===== src/rtl/msg_sched_pkg.sv =====
package msg_sched_pkg;
  parameter int LW = 32;
  parameter int NL = 4;
  localparam int VW = LW * NL;
  localparam int HALF = NL / 2;
  localparam int ROT_A = 17;
  localparam int ROT_B = 19;
  localparam int SHR_C = 10;

  function automatic logic [LW-1:0] small_sig1(input logic [LW-1:0] x);
    return ((x >> ROT_A) | (x << (LW - ROT_A))) ^
           ((x >> ROT_B) | (x << (LW - ROT_B))) ^
           (x >> SHR_C);
  endfunction
endpackage


===== src/rtl/sched_sigma1.sv =====
module sched_sigma1
  import msg_sched_pkg::*;
(
  input  logic [LW-1:0] word_i,
  output logic [LW-1:0] word_o
);
  logic [LW-1:0] rot_a, rot_b, shr_c;

  assign rot_a  = {word_i[ROT_A-1:0], word_i[LW-1:ROT_A]};
  assign rot_b  = {word_i[ROT_B-1:0], word_i[LW-1:ROT_B]};
  assign shr_c  = word_i >> SHR_C;
  assign word_o = rot_a ^ rot_b ^ shr_c;
endmodule


===== src/rtl/sched_lane_add.sv =====
module sched_lane_add
  import msg_sched_pkg::*;
(
  input  logic [LW-1:0] a_i,
  input  logic [LW-1:0] b_i,
  input  logic [LW-1:0] c_i,
  output logic [LW-1:0] sum_o
);
  // Wrapping per-lane add; carries out of the lane are dropped.
  assign sum_o = a_i + b_i + c_i;
endmodule


===== src/rtl/msg_sched_upd.sv =====
module msg_sched_upd
  import msg_sched_pkg::*;
(
  input  logic          clk,
  input  logic          rst,
  input  logic          in_valid,
  input  logic [VW-1:0] acc_in,
  input  logic [VW-1:0] prev_in,
  input  logic [VW-1:0] late_in,
  output logic          out_valid,
  output logic [VW-1:0] result
);
  localparam int HW = VW / 2;

  logic [VW-1:0] splice;
  logic [HW-1:0] lo_flat;
  logic [HW-1:0] hi_flat;

  // Third addend: late lane 0 on top, prev lanes 3..1 below.
  assign splice = {late_in[LW-1:0], prev_in[VW-1:LW]};

  // Lower lanes: sigma-1 of the late operand's upper half.
  for (genvar i = 0; i < HALF; i++) begin : g_lo
    logic [LW-1:0] sig_out;
    sched_sigma1 u_sig (
      .word_i(late_in[HW + i*LW +: LW]),
      .word_o(sig_out)
    );
    sched_lane_add u_add (
      .a_i  (sig_out),
      .b_i  (acc_in[i*LW +: LW]),
      .c_i  (splice[i*LW +: LW]),
      .sum_o(lo_flat[i*LW +: LW])
    );
  end

  // Upper lanes: sigma-1 of the freshly computed lower lanes (same cycle).
  for (genvar j = 0; j < HALF; j++) begin : g_hi
    logic [LW-1:0] sig_out;
    sched_sigma1 u_sig (
      .word_i(lo_flat[j*LW +: LW]),
      .word_o(sig_out)
    );
    sched_lane_add u_add (
      .a_i  (sig_out),
      .b_i  (acc_in[HW + j*LW +: LW]),
      .c_i  (splice[HW + j*LW +: LW]),
      .sum_o(hi_flat[j*LW +: LW])
    );
  end

  always_ff @(posedge clk) begin
    if (rst) begin
      out_valid <= 1'b0;
      result    <= '0;
    end else begin
      out_valid <= in_valid;
      if (in_valid) result <= {hi_flat, lo_flat};
    end
  end
endmodule


===== config.mk =====
export PLATFORM = sky130hd
export DESIGN_NAME = msg_sched_upd
export DESIGN_NICKNAME = d
export VERILOG_FILES = /design/src/rtl/msg_sched_pkg.sv /design/src/rtl/sched_sigma1.sv /design/src/rtl/sched_lane_add.sv /design/src/rtl/msg_sched_upd.sv
export SDC_FILE = /design/constraint.sdc
export NUM_CORES = 1
export LEC_CHECK = 0
export BUFFER_PORTS_ARGS = -buffer_cell sky130_fd_sc_hd__buf_2
export CAP_MARGIN = 20
export CORE_MARGIN = 2
export CORE_UTILIZATION = 30
export CTS_CLUSTER_SIZE = 16
export DETAILED_ROUTE_END_ITERATION = 16
export PLACE_DENSITY_LB_ADDON = 0.15
export SLEW_MARGIN = 40
export SYNTH_ARGS = -nofsm -noshare
export SYNTH_HDL_FRONTEND = slang
export SYNTH_SLANG_ARGS = --single-unit

===== constraint.sdc =====
create_clock -name clk -period 7.2 [get_ports clk]
set_input_delay 1.08 -clock clk [delete_from_list [all_inputs] [get_ports clk]]
set_output_delay 1.08 -clock clk [all_outputs]
set_load 0.01 [all_outputs]

---- Word level (Yosys, flattened, before mapping) ----
Cells that the tools add are included.
Widths: inputs -> output; s select.
cells by class
  bitwise operators ....................... 8
  add/sub/neg operators ................... 8
operator list
  kind            number
  $add 32x32->32  8
  $xor 32x22->32  4
  $xor 32x32->32  4
word-level totals
  register bits ........................... 129
  word-level logic and storage cells ...... 18
  input bits .............................. 387

---- Longest topological paths before layout ----
Gate-level depths: netlist of the first run.
  depth after elaboration ................. 8
  depth in mapped cells ................... 28
  mapped depth without buffers ............ 28

---- By module ----
A second synthesis of the first run with hierarchy kept.
second synthesis, totals
  cell total of the unflattened synthesis .. 1638
  area total of the unflattened synthesis .. 16499.6 um^2
modules (own cells, without submodules)
  module                           area an instance (um^2)  cells an instance  instances
  msg_sched_upd                    4667.0                   415                1
  sched_lane_add at g_hi[0].u_add  2459.9                   300                1
  sched_sigma1                     610.6                    32                 4
  sched_lane_add at g_hi[1].u_add  2398.6                   277                1
  sched_lane_add at g_lo[0].u_add  2282.2                   259                1
  sched_lane_add at g_lo[1].u_add  2249.7                   259                1

---- Worst setup path after synthesis of the first run ----
No wires, ideal clock.
  path type ............................... input to register
  from .................................... input port late_in[82]
  to ...................................... register result[93]
  slack ................................... -0.116 ns
  arrival ................................. 7.210 ns
  required time ........................... 7.094 ns
  path buffers ............................ 0
  stages .................................. 26
  cells stage by stage .................... xor2_1 xnor2_1 fa_1 inv_1 ha_1 fa_1 a211oi_2 o21ai_2 a31oi_4 o211ai_1 a311o_1 a41o_1 a21oi_2 xor2_2 xor3_1 fa_1 ha_1 a21oi_1 o21ai_0 a221oi_1 o211ai_1 a2111oi_0 nor3b_1 o311ai_1 nand4_1 o311ai_0
between the ends
  cells in the longest elaborated chain, start to end .. 8
ends and longest elaborated chain
  item                             line                  source
  from (decl)                      msg_sched_upd.sv:9    input logic [VW-1:0] late_in,
  $xor 32x32->32                   sched_sigma1.sv:12    assign word_o = rot_a ^ rot_b ^ shr_c;
  $xor 32x22->32 (*)               sched_sigma1.sv:12
  $add 32x32->32 (*) (2 in a row)  sched_lane_add.sv:10  assign sum_o = a_i + b_i + c_i;
  $xor 32x32->32                   sched_sigma1.sv:12
  $xor 32x22->32 (*)               sched_sigma1.sv:12
  $add 32x32->32 (*) (2 in a row)  sched_lane_add.sv:10
  to (signal assigned)             msg_sched_upd.sv:58   if (in_valid) result <= {hi_flat, lo_flat};
  to (decl)                        msg_sched_upd.sv:11   output logic [VW-1:0] result
Mark *: on every way between the ends. The rest lies on a longest branch, timed or not.
A chain may end at the register's enable or synchronous reset.

---- Worst setup path after layout of the first run ----
  from .................................... input port late_in[75]
  to ...................................... register result[93]
Same word-level chain as after synthesis.

==> results of run 1 <==
[timing repair]
action                                 CTS  global route
gates resized for setup                 36           125
setup endpoints to repair               15            31
pin swaps                               31            87
buffers inserted                         6            13
hold buffers                             0             0
endpoints found under the hold margin    0             0
[how the worst max path moves through the flow]
stage	slack [ps]	to	depth (start not counted)
finish	110	result[93]	29
floorplan	30	result[93]	26
detailed placement	-800	result[127]	29
global placement	-780	result[93]	30
CTS	10	result[127]	30
global route	-150	result[93]	32
[Yosys cell counts (15+ instances only)]
cell and count:
o21bai_1 20, fa_1 128, nand2b_1 15, nand2_1 92, nor2_1 160, dfxtp_1 129
nor3_1 32, inv_1 141, o21ai_0 59, clkbuf_1 41, mux2i_1 77, nand3_1 35
a21o_1 47, nand4_1 19, and3_1 21, nor2b_1 15, ha_1 120, a31oi_1 15
xor2_1 77, xnor2_1 209, a21oi_1 111, o21a_1 26, a211oi_1 20
[flip-flops by register name (all words and copies together) (netlist names)]
| register | count |
|---|---|
| out_valid | 1 |
| result | 128 |
[metrics by stage]
step                TNS, ps  hold WS, ps  instance area [um^2]  utilization (%)  setup slack, ps
floorplan                 0        483.9                 15720                -            27.59
global placement     -16250        441.9                 21500            41.75           -781.3
detailed placement   -17290        452.4                 21510            41.76           -798.8
CTS                       0        466.7                 22320            43.34            12.27
global route         -557.7        483.9                 23110            44.87           -151.6
finish                    0        462.5                 23110            44.87            111.7
[cell type report]
class / instances / area [um^2] / share of cell area (%)
Clock buffer: 19 / 452.9 / 1.960
Sequential cell: 129 / 2582 / 11.17
Antenna cell: 7 / 17.52 / 0.07578
Clock inverter: 13 / 160.2 / 0.6929
Inverter: 141 / 529.3 / 2.290
Multi-Input combinational cell: 1472 / 13220 / 57.19
Timing Repair Buffer: 849 / 5301 / 22.93
Tap cell: 680 / 850.8 / 3.681
[per-layer routing]
layer  part of all wire, %  up-vias  routed length, um
met5                     0        -                  0
met3                   4.4       71               2738
met4                   2.6        0               1624
li1                      -     7853                  -
met2                    46      389              28820
met1                    47     7671              29170
[cell usage in the layout, fill, tap and decap left out, drive strengths merged, types with 62 or more instances in the layout]
cell,instances
nor2,160
mux2i,77
dfxtp,129
xnor2,209
ha,120
o21ai,62
buf,849
a21oi,115
inv,142
nand2,92
fa,128
xor2,78
[kinds of logic after synthesis]
kind of cell               after synthesis  synth area share [%]
and+or+nand+nor                        451                 13.76
AOI/OAI and AO/OA                      401                 17.27
xor gates and xnor gates               294                 17.06
adders and majority gates              248                 25.86
buffers and inverters                  194                 4.649
DFF                                    129                 16.43
muxes                                   78                 4.976
[worst reg2reg max path: stages (launching register included)]
cell and delay [ps]:
dfxtp_1 310, and3_1 160, a311o_1 310
==> impl_metrics.csv, run 1 <==
group,metric,value,unit
route,via_count,15980,
logic_synthesis,synthTopCellsByArea,"dfxtp_1 16%, fa_1 16%, xnor2_1 12%",
timing,setup_viol,0,
route,viasPerCell,4.829,
logic_synthesis,ys_ff_latch,129,
place,placedCellCount,3253,
cells_and_area,nNetsFinal,3245,
hold_path,hold_end,"result[111]",
die,rows,83,
clocking,cts.path.max_buffers,2,
logic_synthesis,synth_seq_area_share,16.43,%
route,antenna_left,0,
timing,fin_crit_sh,98.45,%
timing,finalHoldViolations,0,
logic_synthesis,async_flop_share,0,%
timing,grt_setup_unrepaired,"true",
timing,slew-limit-headroom,42.66,%
setup_path,critPathLaunchType,"input pin",
run_status,status,"finished clean",
setup_path,cp_top_family,"compound AO/OA/AOI/OAI gates",
timing,fmax,141.1,MHz
clocking,cts_inserted_buffers,17,
timing,slew_viol_final,0,
setup_path,reg2reg_depth,2,
die,start_util,30.51,%
cells_and_area,syn_to_final_growth,47.07,%
die,boundaryPins,516,
setup_path,endpoint_kind,"flop",
grt,grt_first_pass_wirelength,92.32,mm
logic_synthesis,synth_area,15720,um^2
logic_synthesis,synth_fp_nets,2430,
grt,grt_util_met2,36.37,%
clocking,cts_tree,"yes",
die,chipHeight,232.9,um
cells_and_area,fillCellCount,5256,
logic_synthesis,syn_inst,1795,
route,first_pass_iters,5,
setup_path,cp_slowest_cell,"fa_1",
setup_path,crit_buf_inv,4,
logic_synthesis,synth-edff-count,0,
cells_and_area,stdcell_count,3310,
setup_path,max_stage_delay,560,ps
setup_path,critPathArrivalTime,7470,ps
clocking,clkSlewWorstSetupHoldPaths,60,ps
place,place.gp.congestion,0.9181,
logic_synthesis,synth_area_leader_cell,"dfxtp_1",
clocking,clk_latency,470,ps
grt,grt_util_met3,3.652,%
cells_and_area,drive_gt1_share,39.34,%
setup_path,reg2reg_from,"result[112]",
hold_path,hold_class,"flop to flop",
setup_path,timing.rr.end,"result[112]",
logic_synthesis,synthDistinctLibCells,76,
clocking,cts_sinks,129,
die,die_area,54240,um^2
logic_synthesis,ys_warn_count,0,
place,io_buffers,451,
route,routedWlPerCell,18.84,um
timing,fin_crit,7088,ps
hold_path,hp-start,"result[111]",
flow_run,cap_violations,0,
setup_path,cp_max_fo,4,
grt,busiest_layer,"met2",
setup_path,path_class,"input pin to flop",
place,dp_hpwl,52.86,mm
timing,tightestPinTransition,860.2,ps
route,wl,62.35,mm
timing,fin_worst_skew,0,ps
logic_synthesis,yosysTopAreaCellShare,16.43,%
route,drc_errors,0,
clocking,htreeDepth,4,
grt,grt_use_total,22.68,%
setup_path,r2r_setup_slack,6300,ps
grt,grt_max_degree,75,
grt,overflow,0,
hold_path,holdPathStages,2,
grt,grt_pass1_vias,16260,
route,drtIter0Drc,693,
setup_path,crit_start,"late_in[75]",
grt,grt_antenna_before_repair,7,
logic_synthesis,avgSynthCellArea,8.756,um^2
logic_synthesis,synth_flop_cell,"dfxtp_1",
setup_path,cp.required,7580,ps
die,dieWidth,232.9,um
clocking,cts-root-buf,"clkbuf_16",
die,coreArea,51510,um^2
grt,gr-usage-met1,30.65,%
Power of run 1 is not shown: default switching activity piles up to over one toggle a cycle in this logic, so the estimate is an artifact.
==> run 2: changes to the inputs <==
Clock period 7.2 ns to 7.7 ns, I/O delays scaled along.
==> impl_metrics.csv, run 2 (synthesized netlist as in run 1, its figures left out) <==
group,metric,value,unit
setup_path,cp_slowest_cell,"fa_1",
die,start_util,30.51,%
clocking,cts-root-buf,"clkbuf_16",
timing,fmax,134.7,MHz
cells_and_area,final_common_cell,"buf_2",
grt,grt_antenna_before_repair,4,
die,coreArea,51510,um^2
route,drtIter0Drc,841,
timing,fin_crit_sh,96.39,%
cells_and_area,largest_register_ffs,128,
place,dpl_worst_slack,-536.0,ps
setup_path,critPathArrivalTime,7810,ps
clocking,clkSlewWorstSetupHoldPaths,60,ps
timing,slew-limit-headroom,46.67,%
clocking,clk_latency,470,ps
timing,tightestPinTransition,799.9,ps
setup_path,endpoint_kind,"flop",
setup_path,max_stage_delay,490,ps
setup_path,cp_max_fo,4,
setup_path,crit_top_cell,"xnor2_2",
clocking,cts_sinks,129,
die,boundaryPins,516,
cells_and_area,nNetsFinal,3133,
route,first_pass_iters,5,
route,viasPerCell,4.844,
route,drc_errors,0,
place,dpl_cell_area,20740,um^2
grt,grt_first_pass_wirelength,91.88,mm
setup_path,critPathLaunchType,"input pin",
cells_and_area,largest-register,"result",
cells_and_area,drive_gt1_share,33.53,%
flow_run,cap_violations,0,
timing,slew_viol_final,0,
timing,fin_crit,7422,ps
cells_and_area,mostFrequentLayoutCells,"449 x buf_2, 284 x buf_4, 195 x xnor2_1",
clocking,htreeDepth,4,
clocking,cts_inserted_buffers,17,
cells_and_area,final_area,21750,um^2
setup_path,cp.required,8080,ps
cells_and_area,syn_to_final_growth,38.40,%
setup_path,path_class,"input pin to flop",
timing,setup_viol,0,
route,antenna_left,0,
clocking,cts_tree,"yes",
route,wl,61.98,mm
place,io_buffers,451,
setup_path,cp_top_family,"compound AO/OA/AOI/OAI gates",
cells_and_area,stdcell_count,3195,
run_status,status,"finished clean",
grt,grt_pass1_vias,15480,
timing,setup_ws,278.0,ps
route,routedWlPerCell,19.40,um
die,dieWidth,232.9,um
timing,finalHoldViolations,0,
grt,grt_use_total,22.71,%
route,via_count,15480,
grt,overflow,0,
place,place.gp.congestion,0.9221,
hold_path,hold_class,"flop to flop",
timing,fin_worst_skew,0,ps
setup_path,crit_buf_inv,4,
die,chipHeight,232.9,um
die,rows,83,
grt,grt_max_degree,74,
die,die_area,54240,um^2
place,placedCellCount,3152,
place,dp_hpwl,53.18,mm
clocking,cts.path.max_buffers,2,
cells_and_area,top_regs,"result (128), out_valid (1)",
clocking,cts_hold_buf,0,
run 2: layout make-up:
| cell class | instances | area [um^2] |
|---|---|---|
| diodes | 4 | 10.01 |
| clock buffers | 19 | 452.9 |
| clock inverters | 13 | 206.4 |
| fillers | 5311 | 29760 |
| inverters | 141 | 529.3 |
| multi-input cells | 1472 | 12680 |
| flip-flops and latches | 129 | 2582 |
| well taps | 680 | 850.8 |
| repair buffers | 737 | 4436 |
run 2: worst paths after layout:
kind,slack [ps],start,cells after the start,endpoint
max reg2reg,6790,result[112],2,result[112]
min,460,result[94],1,result[94]
max,280,late_in[82],29,result[93]
min reg2reg,460,result[94],1,result[94]
run 2: layer usage:
layer | up-vias | wire, um | track usage [%]
met5 | - | 0 | 0
met4 | 0 | 1322 | 6.190
met3 | 52 | 2480 | 3.444
met2 | 372 | 29420 | 37.42
met1 | 7421 | 28750 | 30.77
li1 | 7631 | - | -
run 2: repair_timing:
action	CTS	global route
pin swaps	1	24
setup endpoints to repair	1	25
buffers inserted	0	7
resized for setup	2	50
run 2: stage by stage:
stage	hold WS, ps	setup TNS, ps	utilization [%]
after floorplan	483.9	0	-
after global placement	454.9	-4508	40.22
after detailed placement	455.1	-5060	40.26
after CTS	466.5	0	41.56
after global routing	479.1	-37.78	42.23
final	463.1	0	42.23
Power of run 2 is left out for the same reason.
